==> src/rtl/cnv_pkg.sv <==
package cnv_pkg;

  typedef enum logic [1:0] {
    IF_READ       = 2'd0,
    IF_WRITE_READ = 2'd1,
    IF_PIPE       = 2'd2
  } if_mode_e;

  function automatic if_mode_e decode_mode(input logic wr_rd, input logic pipe);
    if (wr_rd)     return IF_WRITE_READ;
    else if (pipe) return IF_PIPE;
    else           return IF_READ;
  endfunction

endpackage

==> src/rtl/cnv_edge.sv <==
module cnv_edge (
  input  logic clk_i,
  input  logic rst_ni,
  input  logic cs_ni,
  input  logic rd_ni,
  input  logic wr_ni,
  output logic rd_act_o,
  output logic rd_fall_o,
  output logic rd_rise_o,
  output logic rd_held_o,
  output logic wr_rise_o,
  output logic cs_fall_o
);
  logic rd_line, wr_line;
  logic rd_q, wr_q, cs_q;

  // chip select gates both strobes
  assign rd_line = rd_ni | cs_ni;
  assign wr_line = wr_ni | cs_ni;

  always_ff @(posedge clk_i or negedge rst_ni) begin
    if (!rst_ni) begin
      rd_q <= 1'b1;
      wr_q <= 1'b1;
      cs_q <= 1'b1;
    end else begin
      rd_q <= rd_line;
      wr_q <= wr_line;
      cs_q <= cs_ni;
    end
  end

  assign rd_act_o  = ~rd_line;
  assign rd_fall_o = rd_q & ~rd_line;
  assign rd_rise_o = ~rd_q & rd_line;
  assign rd_held_o = ~rd_q & ~rd_line;
  assign wr_rise_o = ~wr_q & wr_line;
  assign cs_fall_o = cs_q & ~cs_ni;

endmodule

==> src/rtl/cnv_timer.sv <==
module cnv_timer #(
  parameter int unsigned CONV_CYCLES = 4,
  parameter int unsigned IDLE_CYCLES = 2
) (
  input  logic clk_i,
  input  logic rst_ni,
  input  logic req_i,
  input  logic force_i,
  input  logic rd_rise_i,
  output logic start_o,
  output logic busy_o,
  output logic eoc_o
);
  localparam int unsigned CNT_W  = $clog2(CONV_CYCLES + 1);
  localparam int unsigned IDLE_W = $clog2(IDLE_CYCLES + 2);

  logic [CNT_W-1:0]  cnt_q;
  logic [IDLE_W-1:0] idle_q;
  logic              busy_q;
  logic              idle_ok;

  assign idle_ok = idle_q >= IDLE_W'(IDLE_CYCLES);
  assign start_o = req_i & idle_ok & ~busy_q;
  assign eoc_o   = busy_q & ((cnt_q == '0) | force_i);
  assign busy_o  = busy_q;

  always_ff @(posedge clk_i or negedge rst_ni) begin
    if (!rst_ni) begin
      busy_q <= 1'b0;
      cnt_q  <= '0;
    end else if (start_o) begin
      busy_q <= 1'b1;
      cnt_q  <= CNT_W'(CONV_CYCLES - 1);
    end else if (eoc_o) begin
      busy_q <= 1'b0;
    end else if (busy_q) begin
      cnt_q  <= cnt_q - 1'b1;
    end
  end

  // hold-off after a read ends
  always_ff @(posedge clk_i or negedge rst_ni) begin
    if (!rst_ni)        idle_q <= IDLE_W'(IDLE_CYCLES);
    else if (rd_rise_i) idle_q <= '0;
    else if (!idle_ok)  idle_q <= idle_q + 1'b1;
  end

  generate
    if (IDLE_CYCLES > 0) begin : g_holdoff_chk
      AST_IDLE_HOLDOFF: assert property (@(posedge clk_i) disable iff (!rst_ni)
        rd_rise_i |=> !start_o);
    end
  endgenerate

  AST_NO_RESTART: assert property (@(posedge clk_i) disable iff (!rst_ni)
    (busy_q && !eoc_o) |=> (busy_q && !start_o));

endmodule

==> src/rtl/cnv_result.sv <==
module cnv_result #(
  parameter int unsigned DATA_W = 8
) (
  input  logic              clk_i,
  input  logic              rst_ni,
  input  logic              start_i,
  input  logic              eoc_i,
  input  logic              snap_i,
  input  logic [DATA_W-1:0] code_i,
  input  logic              ovr_i,
  output logic [DATA_W-1:0] latch_o,
  output logic [DATA_W-1:0] snap_o,
  output logic              ovf_o,
  output logic              valid_o
);
  localparam int unsigned DONE_W = 2;

  logic [DATA_W-1:0] samp_q, latch_q, snap_q;
  logic              samp_ovf_q, ovf_q;
  logic [DONE_W-1:0] done_q;

  always_ff @(posedge clk_i or negedge rst_ni) begin
    if (!rst_ni) begin
      samp_q     <= '0;
      samp_ovf_q <= 1'b0;
    end else if (start_i) begin
      samp_q     <= ovr_i ? '1 : code_i;
      samp_ovf_q <= ovr_i;
    end
  end

  always_ff @(posedge clk_i or negedge rst_ni) begin
    if (!rst_ni) begin
      latch_q <= '0;
      ovf_q   <= 1'b0;
      done_q  <= '0;
    end else if (eoc_i) begin
      latch_q <= samp_q;
      ovf_q   <= samp_ovf_q;
      if (done_q != DONE_W'(2)) done_q <= done_q + 1'b1;
    end
  end

  // pipelined read presents the latch as it stood when the pulse began
  always_ff @(posedge clk_i or negedge rst_ni) begin
    if (!rst_ni)     snap_q <= '0;
    else if (snap_i) snap_q <= eoc_i ? samp_q : latch_q;
  end

  assign latch_o = latch_q;
  assign snap_o  = snap_q;
  assign ovf_o   = ovf_q;
  assign valid_o = done_q[1];

  AST_VALID_STICKY: assert property (@(posedge clk_i) disable iff (!rst_ni)
    valid_o |=> valid_o);
  AST_OVF_ONES: assert property (@(posedge clk_i) disable iff (!rst_ni)
    ovf_q |-> (latch_q == '1));

endmodule

==> src/rtl/cnv_bus_seq.sv <==
module cnv_bus_seq
  import cnv_pkg::*;
#(
  parameter int unsigned DATA_W      = 8,
  parameter int unsigned CONV_CYCLES = 4,
  parameter int unsigned IDLE_CYCLES = 2
) (
  input  logic              clk_i,
  input  logic              rst_ni,
  input  logic              mode_i,
  input  logic              pipe_i,
  input  logic              cs_ni,
  input  logic              rd_ni,
  input  logic              wr_ni,
  input  logic [DATA_W-1:0] code_i,
  input  logic              ovr_i,
  output logic [DATA_W-1:0] data_o,
  output logic              data_oe_o,
  output logic              int_no,
  output logic              rdy_no,
  output logic              ovf_o,
  output logic              valid_o
);
  if_mode_e          mode;
  logic              rd_act, rd_fall, rd_rise, rd_held, wr_rise, cs_fall;
  logic              start_req, start, force_eoc, busy, eoc;
  logic [DATA_W-1:0] latch, snap, bus_val;
  logic              int_q, rdy_q, oe;

  assign mode = decode_mode(mode_i, pipe_i);

  cnv_edge u_edge (
    .clk_i     (clk_i),
    .rst_ni    (rst_ni),
    .cs_ni     (cs_ni),
    .rd_ni     (rd_ni),
    .wr_ni     (wr_ni),
    .rd_act_o  (rd_act),
    .rd_fall_o (rd_fall),
    .rd_rise_o (rd_rise),
    .rd_held_o (rd_held),
    .wr_rise_o (wr_rise),
    .cs_fall_o (cs_fall)
  );

  assign start_req = (mode == IF_WRITE_READ) ? wr_rise : rd_fall;
  // early read in write-then-read mode cuts the conversion short
  assign force_eoc = (mode == IF_WRITE_READ) & busy & rd_act;

  cnv_timer #(
    .CONV_CYCLES (CONV_CYCLES),
    .IDLE_CYCLES (IDLE_CYCLES)
  ) u_timer (
    .clk_i     (clk_i),
    .rst_ni    (rst_ni),
    .req_i     (start_req),
    .force_i   (force_eoc),
    .rd_rise_i (rd_rise),
    .start_o   (start),
    .busy_o    (busy),
    .eoc_o     (eoc)
  );

  cnv_result #(
    .DATA_W (DATA_W)
  ) u_result (
    .clk_i   (clk_i),
    .rst_ni  (rst_ni),
    .start_i (start),
    .eoc_i   (eoc),
    .snap_i  (rd_fall),
    .code_i  (code_i),
    .ovr_i   (ovr_i),
    .latch_o (latch),
    .snap_o  (snap),
    .ovf_o   (ovf_o),
    .valid_o (valid_o)
  );

  always_ff @(posedge clk_i or negedge rst_ni) begin
    if (!rst_ni)      int_q <= 1'b1;
    else if (eoc)     int_q <= 1'b0;
    else if (rd_rise) int_q <= 1'b1;
  end

  always_ff @(posedge clk_i or negedge rst_ni) begin
    if (!rst_ni)                                rdy_q <= 1'b1;
    else if (eoc)                               rdy_q <= 1'b1;
    else if (cs_fall && mode != IF_WRITE_READ)  rdy_q <= 1'b0;
    else if (cs_ni && !busy)                    rdy_q <= 1'b1;
  end

  assign oe        = rd_held & ((mode == IF_PIPE) | ~busy);
  assign bus_val   = (mode == IF_PIPE) ? snap : latch;
  assign data_o    = oe ? bus_val : '0;
  assign data_oe_o = oe;
  assign int_no    = int_q;
  assign rdy_no    = rdy_q;

  AST_INT_ON_EOC: assert property (@(posedge clk_i) disable iff (!rst_ni)
    eoc |=> !int_no);
  AST_EARLY_READ: assert property (@(posedge clk_i) disable iff (!rst_ni)
    (mode_i && busy && rd_act) |=> (!int_no && !busy));
  AST_CS_GATE: assert property (@(posedge clk_i) disable iff (!rst_ni)
    cs_ni |-> (!start && !data_oe_o));
  AST_BUS_IDLE: assert property (@(posedge clk_i) disable iff (!rst_ni)
    rd_ni |-> (!data_oe_o && data_o == '0));

endmodule

==> config.mk <==
export PLATFORM = sky130hd
export DESIGN_NAME = cnv_bus_seq
export DESIGN_NICKNAME = d
export VERILOG_FILES = /design/src/rtl/cnv_pkg.sv /design/src/rtl/cnv_edge.sv /design/src/rtl/cnv_timer.sv /design/src/rtl/cnv_result.sv /design/src/rtl/cnv_bus_seq.sv
export SDC_FILE = /design/constraint.sdc
export NUM_CORES = 1
export LEC_CHECK = 0
export ABC_AREA = 1
export CORE_MARGIN = 10
export CORE_UTILIZATION = 48
export CTS_BUF_LIST = sky130_fd_sc_hd__clkbuf_16
export DETAILED_ROUTE_END_ITERATION = 6
export HOLD_SLACK_MARGIN = 0.06
export PLACE_DENSITY = 0.76
export SYNTH_ARGS = -nofsm -noshare
export SYNTH_HDL_FRONTEND = slang
export SYNTH_HIERARCHICAL = 1
export SYNTH_SLANG_ARGS = --single-unit
==> constraint.sdc <==
create_clock -name clk_i -period 1.55 [get_ports clk_i]
set_input_delay 0.31 -clock clk_i [delete_from_list [all_inputs] [get_ports clk_i]]
set_output_delay 0.31 -clock clk_i [all_outputs]
set_load 0.02 [all_outputs]
==> key figures, run 1 <==
Status
  • Status: finished with violations
  • Violated checks: negative setup slack

Run
  • Total of max-cap violations: 0

Detailed routing
  • Met1 wire length: 2100 µm
  • Total vias in the final route: 1,753
  • Routed Antenna Nets: 0
  • Wire length per cell: 13.6 µm
  • Avg Vias per Cell: 4.87
  • Routed wire length: 4910 µm
  • 1st-iter DRT viols: 84
  • WL met2: 2490 µm
  • # DRC: 0
  • WL met3: 238 µm
  • DR top layer: met4
  • DRT Pass-1 Iters: 4

STA
  • Setup Viol. Count Final: 11
  • Final min period: 1.64 ns
  • RSZ-0062 raised after global routing: yes
  • Setup_tns: -0.499 ns
  • Final clock skew: 0.00497 ns
  • Slew headroom: 58.2%
  • Fmax: 0.611 GHz
  • Final WS setup: -0.0872 ns
  • Hold Fails Final Rpt: 0
  • Final Max Slew Viols: 0
  • Hold WS: 0.0451 ns
  • Tcrit/Tclk final: 106%
  • Actual slew at the worst max-slew pin: 0.627 ns

Global route
  • Largest net degree at the start of global routing: 30
  • Vias in the first global route: 1,742
  • Initial antenna violation count: 0
  • First-pass GRT wire length: 7770 µm
  • Overall Global Routing Usage: 13.1%
  • Gr ovfl total: 0

Yosys
  • Post-synth cell types: 22
  • Post-synth EDFFs: 0
  • Synth Instances: 245
  • Main synth FF type: dfrtp_1
  • Synth Area in Simple Gates: 29.3%
  • Mean post-synth cell area: 7.91 µm²
  • Synth top area share: 42.6%
  • Yosys warns: 6
  • Post-synthesis register bit count: 39
  • Commonest cells post-synth: nand2_1, inv_1, dfrtp_1
  • Post-synthesis cell area: 1940 µm²
  • Post-synthesis mux area share: 0%
  • XOR/XNOR share of the synthesized area: 0%
  • Synth area leaders: dfrtp_1, nand2_1, inv_1, dfstp_2, nand3_1
  • Synth Area in Compound Gates: 5.87%
  • Adder-cell share of the synthesized area: 2.58%
  • Most common cell in the netlist: nand2_1
  • Largest area contributor in the netlist: dfrtp_1
  • Largest family of logic cells by synthesized area: simple AND/OR/NAND/NOR gates
  • Seq/Total Area, Yosys: 50.7%
  • Post-Synthesis Net Count: 265
  • Ys async rst share: 100%

Floorplanning
  • Die Y: 83.5 µm
  • Starting Density: 49.2%
  • Full die area: 6980 µm²
  • Core Area: 3940 µm²
  • Std-Cell Rows: 23
  • Die width: 83.5 µm
  • Top Ports: 29

Setup path
  • Crit end category: primary output
  • R2r setup slk: -0.01 ns
  • CP required: 1.24 ns
  • Critical Path Source Type: flop
  • Critical Path AT: 1.33 ns
  • Worst-path fanout max: 5
  • Worst Setup Path Type: reg -> out

Power and ir drop
  • Total power draw: 0.00479 W
  • P per Cell Area: 1670 nW/µm²
  • Maximum vdd drop: 0.964 mV
  • Leakage: 1.50 nW

Cells and area
  • Share of cells above drive strength 1: 29.0%
  • Final std cells w/o fill: 360
  • Fill count: 282
  • ANT cells: 0
  • Final nets: 329
  • Synthesis-to-layout area growth: 47.8%

Clocking
  • CTS Buf Count: 5
  • H-Tree Depth: 2
  • CTS tree: built
  • Max Root-Sink Buffers: 2
  • Clk_lat worst skew: 0.28 ns
  • Hold Buf Count CTS: 0
  • Clock transition at path regs: 0.06 ns
  • Num Clock Sinks: 39
  • Root buffer cell: clkbuf_16

Placement
  • Post-Place Cells: 339
  • HPWL after DPL: 3030 µm
  • # port buffers: 28
  • Gpl congestion: 0.797
  • Placement Setup Slack: -0.694 ns

Min path
  • Hold crit path type: in -> async
==> routing by layer <==
metal | up-vias | track usage (%)
met5 | - | 0
li1 | 871 | -
met4 | 0 | 5.18
met1 | 831 | 15.8
met2 | 44 | 21.8
met3 | 7 | 3.42
==> cell families after synthesis <==
logic type | count (synthesis)
simple gates | 127
buf+inv | 53
flops | 39
compound gates | 22
fa+ha+maj | 4
==> report_power, final <==
part / leakage, nW / internal [W] / total (W) / switching, W
registers: 0.447 / 0.00146 / 0.00168 / 0.000212
logic: 0.954 / 0.000814 / 0.00183 / 0.00101
clock network: 0.0952 / 0.000915 / 0.00129 / 0.000373
==> final timing paths <==
| check | startpoint | to | cells past startpoint |
|---|---|---|---|
| min reg2reg | u_result/done_q[0]$_DFFE_PN0P_ | u_result/done_q[0]$_DFFE_PN0P_ | 2 |
| min in group clk_i | cs_ni | u_edge/cs_q$_DFF_PN1_ | 2 |
| min | rst_ni | u_result/latch_o[3]$_DFF_PN0_ | 1 |
| max in group asynchronous | rst_ni | u_result/done_q[0]$_DFFE_PN0P_ | 2 |
| max reg2reg | u_edge/rd_q$_DFF_PN1_ | u_result/samp_q[6]$_DFFE_PN0P_ | 12 |
| max | u_edge/rd_q$_DFF_PN1_ | data_o[0] | 5 |
==> sequential cells by signal, indices dropped and copies added (netlist names) <==
name                 flops
u_result/snap_o          8
u_timer/cnt_q            3
u_result/samp_ovf_q      1
u_result/done_q          2
u_edge/wr_q              1
u_result/ovf_o           1
u_result/samp_q          8
u_timer/busy_o           1
u_result/latch_o         8
u_timer/idle_q           2
int_no                   1
u_edge/rd_q              1
rdy_no                   1
u_edge/cs_q              1
==> cells in the final DEF, fill, tap and decap left out, types with 2 or more instances in the layout <==
cell type,count
nand2_1,63
inv_1,41
dfrtp_1,33
buf_4,23
nand3_1,21
o21ai_1,15
buf_6,13
nor2_1,12
clkdlybuf4s50_1,10
and2_1,8
nor2_4,7
clkbuf_16,7
inv_2,6
nor2_2,6
dlygate4sd2_1,6
dfstp_2,6
nand2_4,5
o21ai_0,5
nand2_2,4
bufinv_16,2
buf_2,2
buf_12,2
ha_1,2
nand3b_1,2
ha_4,2
==> cell type report <==
cell class              count  area (µm²)  area share, %
inverters                  48         193           6.73
clock inverters             3        63.8           2.23
flip-flops and latches     39         983           34.3
well taps                  50        62.6           2.18
repair buffers             60         587           20.5
multi-input cells         155         850           29.7
clock buffers               5         125           4.37
==> repair_timing <==
action	CTS	global route
buffers inserted	3	4
endpoints found under the setup margin	42	39
pin swaps	6	3
resized for setup	69	49
gates cloned	3	3
==> metrics by stage <==
| step | instance area, µm² | util (%) |
|---|---|---|
| 2_1_floorplan | 1940 | - |
| 3_3_place_gp | 2420 | 61.3 |
| 3_5_place_dp | 2420 | 61.3 |
| 4_1_cts | 2660 | 67.6 |
| 5_1_grt | 2860 | 72.6 |
| 6_report | 2860 | 72.6 |
==> critical path, stage by stage, from the launching register on <==
cell	delay (ns)
dfstp_2	0.38
buf_4	0.14
nor2_4	0.15
nand2_4	0.11
nor2_1	0.13
buf_4	0.16
Power figures use the tool's default switching activity.
==> inputs of run 2 (changes only) <==
- CORE_MARGIN: 10 -> 2
==> run 2 against run 1 <==
The flow still finishes with violations (negative setup slack). Worst setup slack gained 0.018 ns. Global-route usage grew 8.1 points. Combinational power increased by 23%. Critical path type is now reg -> reg.
==> key figures, run 2 (synthesis gave the netlist of run 1 again) <==
Setup path
  • Worst Setup Path Type: reg -> reg
  • CP peak stage delay: 0.54 ns (+0.16 ns)
  • R2R cell count: 12 (unchanged)
  • Critical Path Source Type: flop
  • CP required: 1.74 ns (+0.50 ns)
  • Critical Path AT: 1.81 ns (+0.48 ns)
  • Slowest stage cell, crit path: dfstp_2
  • Reg2reg start: u_edge/rd_q$_DFF_PN1_
  • Reg-to-reg endpoint: u_result/samp_q[5]$_DFFE_PN0P_
  • Crit end category: flop
  • Crit path capture: u_result/samp_q[5]$_DFFE_PN0P_
  • Crit path launch: u_edge/rd_q$_DFF_PN1_
  • Worst-path fanout max: 4 (-1)
  • Crit-path cells: buf_6 -> inv_2 -> nor2_2 -> nand2_1 -> nand2_1 -> inv_2 -> nor2_4 -> nand2_4 -> inv_6 -> clkbuf_16 -> o21ai_2 -> o21ai_1
  • R2r setup slk: -0.07 ns (-0.06 ns)

Floorplanning
  • Std-Cell Rows: 23 (unchanged)
  • Top Ports: 29 (unchanged)
  • Full die area: 4560 µm² (-35%)
  • Starting Density: 49.2% (unchanged)
  • Core Area: 3940 µm² (unchanged)
  • Die width: 67.5 µm (-19%)
  • Die Y: 67.5 µm (-19%)

Cells and area
  • Storage cell area: 983 µm² (unchanged)
  • Share of cells above drive strength 1: 37.0% (+7.9 points)
  • Multi-input gate area: 950 µm² (+12%)
  • Synthesis-to-layout area growth: 52.6%
  • ANT cells: 0 (unchanged)
  • Commonest non-fill, non-tap cell in the layout: nand2_1
  • Commonest cells after routing, fill and taps aside: nand2_1, inv_1, dfrtp_1, buf_4, nor2_1
  • Util after Layout: 75.0% (+2.4 points)
  • Cell area after layout: 2960 µm² (+3.3%)
  • Final nets: 330 (+0.30%)
  • Fill count: 249 (-12%)

Clocking
  • Clock transition at path regs: 0.05 ns (about the same)
  • H-Tree Depth: 2 (unchanged)
  • Num Clock Sinks: 39 (unchanged)
  • Clk_lat worst skew: 0.28 ns (about the same)
  • Root buffer cell: clkbuf_16
  • CTS tree: built
  • CTS Buf Count: 5 (unchanged)
  • Max Root-Sink Buffers: 2 (unchanged)

STA
  • Setup_tns: -0.619 ns (-0.120 ns)
  • Final min period: 1.62 ns (-0.0175 ns)
  • Final Max Slew Viols: 0 (unchanged)
  • Hold Fails Final Rpt: 0 (unchanged)
  • Setup Viol. Count Final: 25 (+14)
  • RSZ-0062 raised after global routing: yes
  • Final WS setup: -0.0697 ns (+0.0175 ns)
  • Slew headroom: 64.3% (+6.1 points)
  • Actual slew at the worst max-slew pin: 0.536 ns (-0.0912 ns)
  • Tcrit/Tclk final: 104% (-1.1 points)
  • Final clock skew: 0.00748 ns (+0.00250 ns)
  • Hold WS: 0.411 ns (+0.366 ns)
  • Fmax: 0.617 GHz (+1.1%)

Placement
  • # port buffers: 28 (unchanged)
  • Gpl congestion: 0.853 (+7.0%)
  • HPWL after DPL: 2850 µm (-5.9%)
  • Post-Place Cell Area: 2420 µm² (unchanged)

Detailed routing
  • # DRC: 0 (unchanged)
  • Wire length per cell: 15.3 µm (+12%)
  • 1st-iter DRT viols: 128 (+52%)
  • Total vias in the final route: 1,836 (+4.7%)
  • DRT Pass-1 Iters: 4 (unchanged)
  • Routed Antenna Nets: 0 (unchanged)
  • Routed wire length: 5530 µm (+13%)
  • Avg Vias per Cell: 5.09 (+4.4%)

Min path
  • Hold crit path type: in -> reg

Global route
  • Overall Global Routing Usage: 21.2% (+8.1 points)
  • Initial antenna violation count: 0 (unchanged)
  • First-pass GRT wire length: 7120 µm (-8.4%)
  • Vias in the first global route: 1,609 (-7.6%)
  • Largest net degree at the start of global routing: 24 (-20%)
  • Grt met2 use: 35.3% (+13 points)
  • Top Usage Layer GRT: met2
  • M1 GR Usage: 26.4% (+11 points)
  • Met3 Usage GRT: 4.33% (+0.92 points)
  • Gr ovfl total: 0 (unchanged)

Power and ir drop
  • Leakage: 1.56 nW (+4.2%)
  • P per Cell Area: 1660 nW/µm² (-0.68%)
  • Total power draw: 0.00491 W (+2.6%)
  • Maximum vdd drop: 0.842 mV (-13%)

Run
  • Total of max-cap violations: 0 (unchanged)

Status
  • Violated checks: negative setup slack
  • Status: finished with violations
==> run 2: cell count changes in the layout (fill, tap and decap cells not counted), sizes merged <==
cell,previous run,this run
inv,48,49
clkbuf,8,7
dlygate4sd3,0,1
bufinv,2,0
clkinv,1,3
nand2,72,71
dlygate4sd2,6,7
==> run 2: how the worst min path moves through the flow <==
stage / from / endpoint / slack [ns] / depth (start not counted)
finish: cs_ni / u_edge/cs_q$_DFF_PN1_ / 0.41 / 2
global placement: rst_ni / u_result/latch_o[1]$_DFF_PN0_ / 0.31 / 1
CTS: cs_ni / u_edge/cs_q$_DFF_PN1_ / 0.41 / 2
floorplan: rst_ni / u_result/done_q[0]$_DFFE_PN0P_ / 0.01 / 0
detailed placement: rst_ni / u_result/latch_o[0]$_DFF_PN0_ / 0.32 / 1
global route: cs_ni / u_edge/cs_q$_DFF_PN1_ / 0.45 / 2
==> run 2: layout make-up <==
cell class	instances	area share, %
clock buffer	5	4.23
clock inverter	3	0.423
inverter	48	6.77
multi-input combinational	154	32.1
sequential	39	33.2
tap	50	2.12
timing repair buffer	61	20.6
timing repair inverter	1	0.550
==> run 2: per-layer routing <==
layer	vias up	wire length (µm)
met1	874	2160
met3	19	298
li1	869	-
met2	74	2910
met4	0	162
met5	-	0
==> run 2: power by group <==
group / internal, W / leakage (nW) / switching (W)
combinational: 0.00100 / 1.04 / 0.00125
clock: 0.000581 / 0.0762 / 0.000386
sequential: 0.00147 / 0.447 / 0.000232
==> run 2: timing repair <==
action	CTS	global route
hold buffers	1	0
buffers inserted	3	6
endpoints found under the hold margin	15	0
resized for setup	74	78
cloned	1	3
setup endpoints to repair	42	37
pin swaps	14	14
==> run 2: through the flow <==
| stage | std cells | setup WS (ns) |
|---|---|---|
| after CTS | 352 | -0.0540 |
| after global routing | 361 | -0.143 |
| after floorplan | 245 | 0.0561 |
| after global placement | 339 | -0.666 |
| after detailed placement | 339 | -0.710 |
| final | 361 | -0.0697 |
==> run 2: critical path, delay by kind of cell (launching register included) <==
family                 cells  cell delay, ns
flip-flops                 1            0.54
AO/OA/AOI/OAI              2            0.17
AND/OR/NAND/NOR            5            0.43
buffers and inverters      5            0.40
==> inputs of run 3 (changes only) <==
- ABC_AREA: 1 -> unset
==> run 3 against run 2 <==
The flow still finishes with violations (negative setup slack). Hold slack worse by 0.050 ns. Critical path depth decreased by 7. Global-route usage rose by 2.3 points. Via count fell by 20%. Wire length decreased by 7.4%. Critical path type unchanged.
==> key figures, run 3 <==
Global route
  • Initial antenna violation count: 0 (unchanged)
  • Overall Global Routing Usage: 23.5% (+2.3 points)
  • Largest net degree at the start of global routing: 40 (+67%)
  • Vias in the first global route: 1,536 (-4.5%)
  • First-pass GRT wire length: 7470 µm (+4.8%)
  • Gr ovfl total: 0 (unchanged)

Min path
  • Hold crit path type: in -> reg

Floorplanning
  • Die Y: 66.7 µm (-1.3%)
  • Starting Density: 50.7% (+1.5 points)
  • Full die area: 4440 µm² (-2.6%)
  • Top Ports: 29 (unchanged)
  • Core Area: 3720 µm² (-5.7%)
  • Die width: 66.7 µm (-1.3%)
  • Std-Cell Rows: 22 (-4.3%)

Yosys
  • Synth top area share: 43.8% (+1.2 points)
  • Adder-cell share of the synthesized area: 2.66% (+0.074 points)
  • Main synth FF type: dfrtp_1
  • Seq/Total Area, Yosys: 52.2% (+1.4 points)
  • Largest family of logic cells by synthesized area: multiplexers
  • Post-synthesis cell area: 1880 µm² (-2.8%)
  • Yosys warns: 6 (unchanged)
  • Post-synthesis register bit count: 39 (unchanged)
  • Synth Area in Simple Gates: 14.1% (-15 points)
  • Post-synthesis mux area share: 15.1% (+15 points)
  • Post-Synthesis Net Count: 183 (-31%)
  • Synth Instances: 163 (-33%)
  • Synth area leaders: dfrtp_1, mux2_4, dfstp_2, a21boi_2, nor2_1
  • Post-synth EDFFs: 0 (unchanged)
  • Commonest cells post-synth: dfrtp_1, nor2_1, mux2_4
  • Most common cell in the netlist: dfrtp_1
  • Ys async rst share: 100% (unchanged)
  • XOR/XNOR share of the synthesized area: 1.39% (+1.4 points)
  • Mean post-synth cell area: 11.6 µm² (+46%)
  • Synth Area in Compound Gates: 10.3% (+4.4 points)
  • Post-synth cell types: 34 (+55%)
  • Largest area contributor in the netlist: dfrtp_1

Placement
  • Post-Place Cells: 247 (-27%)
  • Post-Place Cell Area: 2370 µm² (-1.9%)
  • HPWL after DPL: 2670 µm (-6.1%)
  • Gpl congestion: 0.781 (-8.5%)
  • # port buffers: 28 (unchanged)

Clocking
  • CTS Buf Count: 5 (unchanged)
  • Num Clock Sinks: 39 (unchanged)
  • Root buffer cell: clkbuf_16
  • Clk_lat worst skew: 0.29 ns (about the same)
  • Hold Buf Count CTS: 0 (-1)
  • Max Root-Sink Buffers: 2 (unchanged)
  • CTS tree: built
  • Clock transition at path regs: 0.06 ns (about the same)
  • H-Tree Depth: 2 (unchanged)

Cells and area
  • Final nets: 239 (-28%)
  • Synthesis-to-layout area growth: 48.7%
  • Final std cells w/o fill: 268 (-26%)
  • ANT cells: 0 (unchanged)
  • Cell area after layout: 2800 µm² (-5.2%)
  • Commonest non-fill, non-tap cell in the layout: dfrtp_1
  • Commonest cells after routing, fill and taps aside: dfrtp_1, nor2_1, buf_4, mux2_4, nand2_1
  • Share of cells above drive strength 1: 45.5% (+8.5 points)

Detailed routing
  • Wire length per cell: 19.1 µm (+25%)
  • Routed Antenna Nets: 0 (unchanged)
  • DRT Pass-1 Iters: 4 (unchanged)
  • Routed wire length: 5120 µm (-7.4%)
  • # DRC: 0 (unchanged)
  • Total vias in the final route: 1,468 (-20%)
  • 1st-iter DRT viols: 94 (-27%)
  • Avg Vias per Cell: 5.48 (+7.7%)

STA
  • Final min period: 1.82 ns (+0.205 ns)
  • Final Max Slew Viols: 0 (unchanged)
  • Final WS setup: -0.275 ns (-0.205 ns)
  • Fmax: 0.548 GHz (-11%)
  • Actual slew at the worst max-slew pin: 0.366 ns (-0.170 ns)
  • Hold Fails Final Rpt: 0 (unchanged)
  • Slew headroom: 75.5% (+11 points)
  • Setup Viol. Count Final: 33 (+32%)
  • RSZ-0062 raised after global routing: yes
  • Tcrit/Tclk final: 118% (+13 points)
  • Final clock skew: 0.00700 ns (-0.000478 ns)
  • Hold WS: 0.361 ns (-0.0498 ns)
  • Setup_tns: -6.27 ns (-5.65 ns)

Setup path
  • Worst Setup Path Type: reg -> reg
  • CP required: 1.72 ns (-0.02 ns)
  • Crit end category: flop
  • Worst-path fanout max: 3 (-1)
  • Critical Path Source Type: flop
  • Critical Path AT: 1.99 ns (+0.18 ns)

Status
  • Violated checks: negative setup slack
  • Status: finished with violations

Power and ir drop
  • Leakage: 1.25 nW (-20%)
  • P per Cell Area: 1760 nW/µm² (+5.8%)
  • Maximum vdd drop: 0.994 mV (+18%)

Run
  • Total of max-cap violations: 0 (unchanged)
[run 3: what timing repair did]
item	CTS	global route
endpoints found under the setup margin	44	34
buffers inserted	7	7
resized for setup	71	20
gates cloned	1	1
[run 3: cell families after synthesis]
family                   Yosys count
adder cells (fa/ha/maj)            4
AO/OA/AOI/OAI                     24
AND/OR/NAND/NOR                   57
flip-flops                        39
multiplexers                      20
buffers and inverters             16
XOR/XNOR                           3
[run 3: critical path, stage by stage (launching register included)]
cell and delay [ns]:
dfstp_2 0.54, nor3b_4 0.20, mux2_4 0.17, or3b_4 0.40
clkinv_4 0.09, mux2_4 0.30
[run 3: final timing paths]
check                                          startpoint  cells past startpoint                               to  slack (ns)
min reg2reg                u_result/done_q[0]$_DFFE_PN0P_                      1   u_result/done_q[0]$_DFFE_PN0P_        0.49
min                                                 cs_ni                      2            u_edge/cs_q$_DFF_PN1_        0.36
max reg2reg                         u_edge/rd_q$_DFF_PN1_                      5  u_result/samp_ovf_q$_DFFE_PN0P_       -0.27
max in group asynchronous                          rst_ni                      2            u_edge/cs_q$_DFF_PN1_        0.89
min in group asynchronous                          rst_ni                      2    u_timer/idle_q[0]$_DFFE_PN0P_        0.41
max                                 u_edge/rd_q$_DFF_PN1_                      5  u_result/samp_ovf_q$_DFFE_PN0P_       -0.27
[run 3: layer usage]
layer  part of all wire (%)  global-route usage (%)  wire length (µm)
met5                      0                       0                 0
met4                    2.3                    12.8               118
met3                    4.6                    5.07               233
met2                     54                    39.5              2740
met1                     40                    28.0              2020
[run 3: where the power goes]
part,switching (W),internal [W],leakage [nW]
registers,0.000263,0.00144,0.420
clock network,0.000407,0.000916,0.0952
logic,0.000836,0.00106,0.731
[run 3: metrics by stage]
stage               utilization (%)  power [W]  setup slack (ns)
global route                   75.4    0.00517            -0.327
finish                         75.4    0.00493            -0.275
floorplan                         -    0.00269            -0.254
detailed placement             63.8    0.00321            -0.859
global placement               63.8    0.00311            -0.793
CTS                            71.9    0.00464            -0.227
[run 3: final cells by class]
type,count,area [µm²]
inverter,8,36.3
fill,237,913
clock buffer,5,125
sequential,39,983
tap,48,60.1
multi-input combinational,108,945
timing repair buffer,57,589
clock inverter,3,63.8
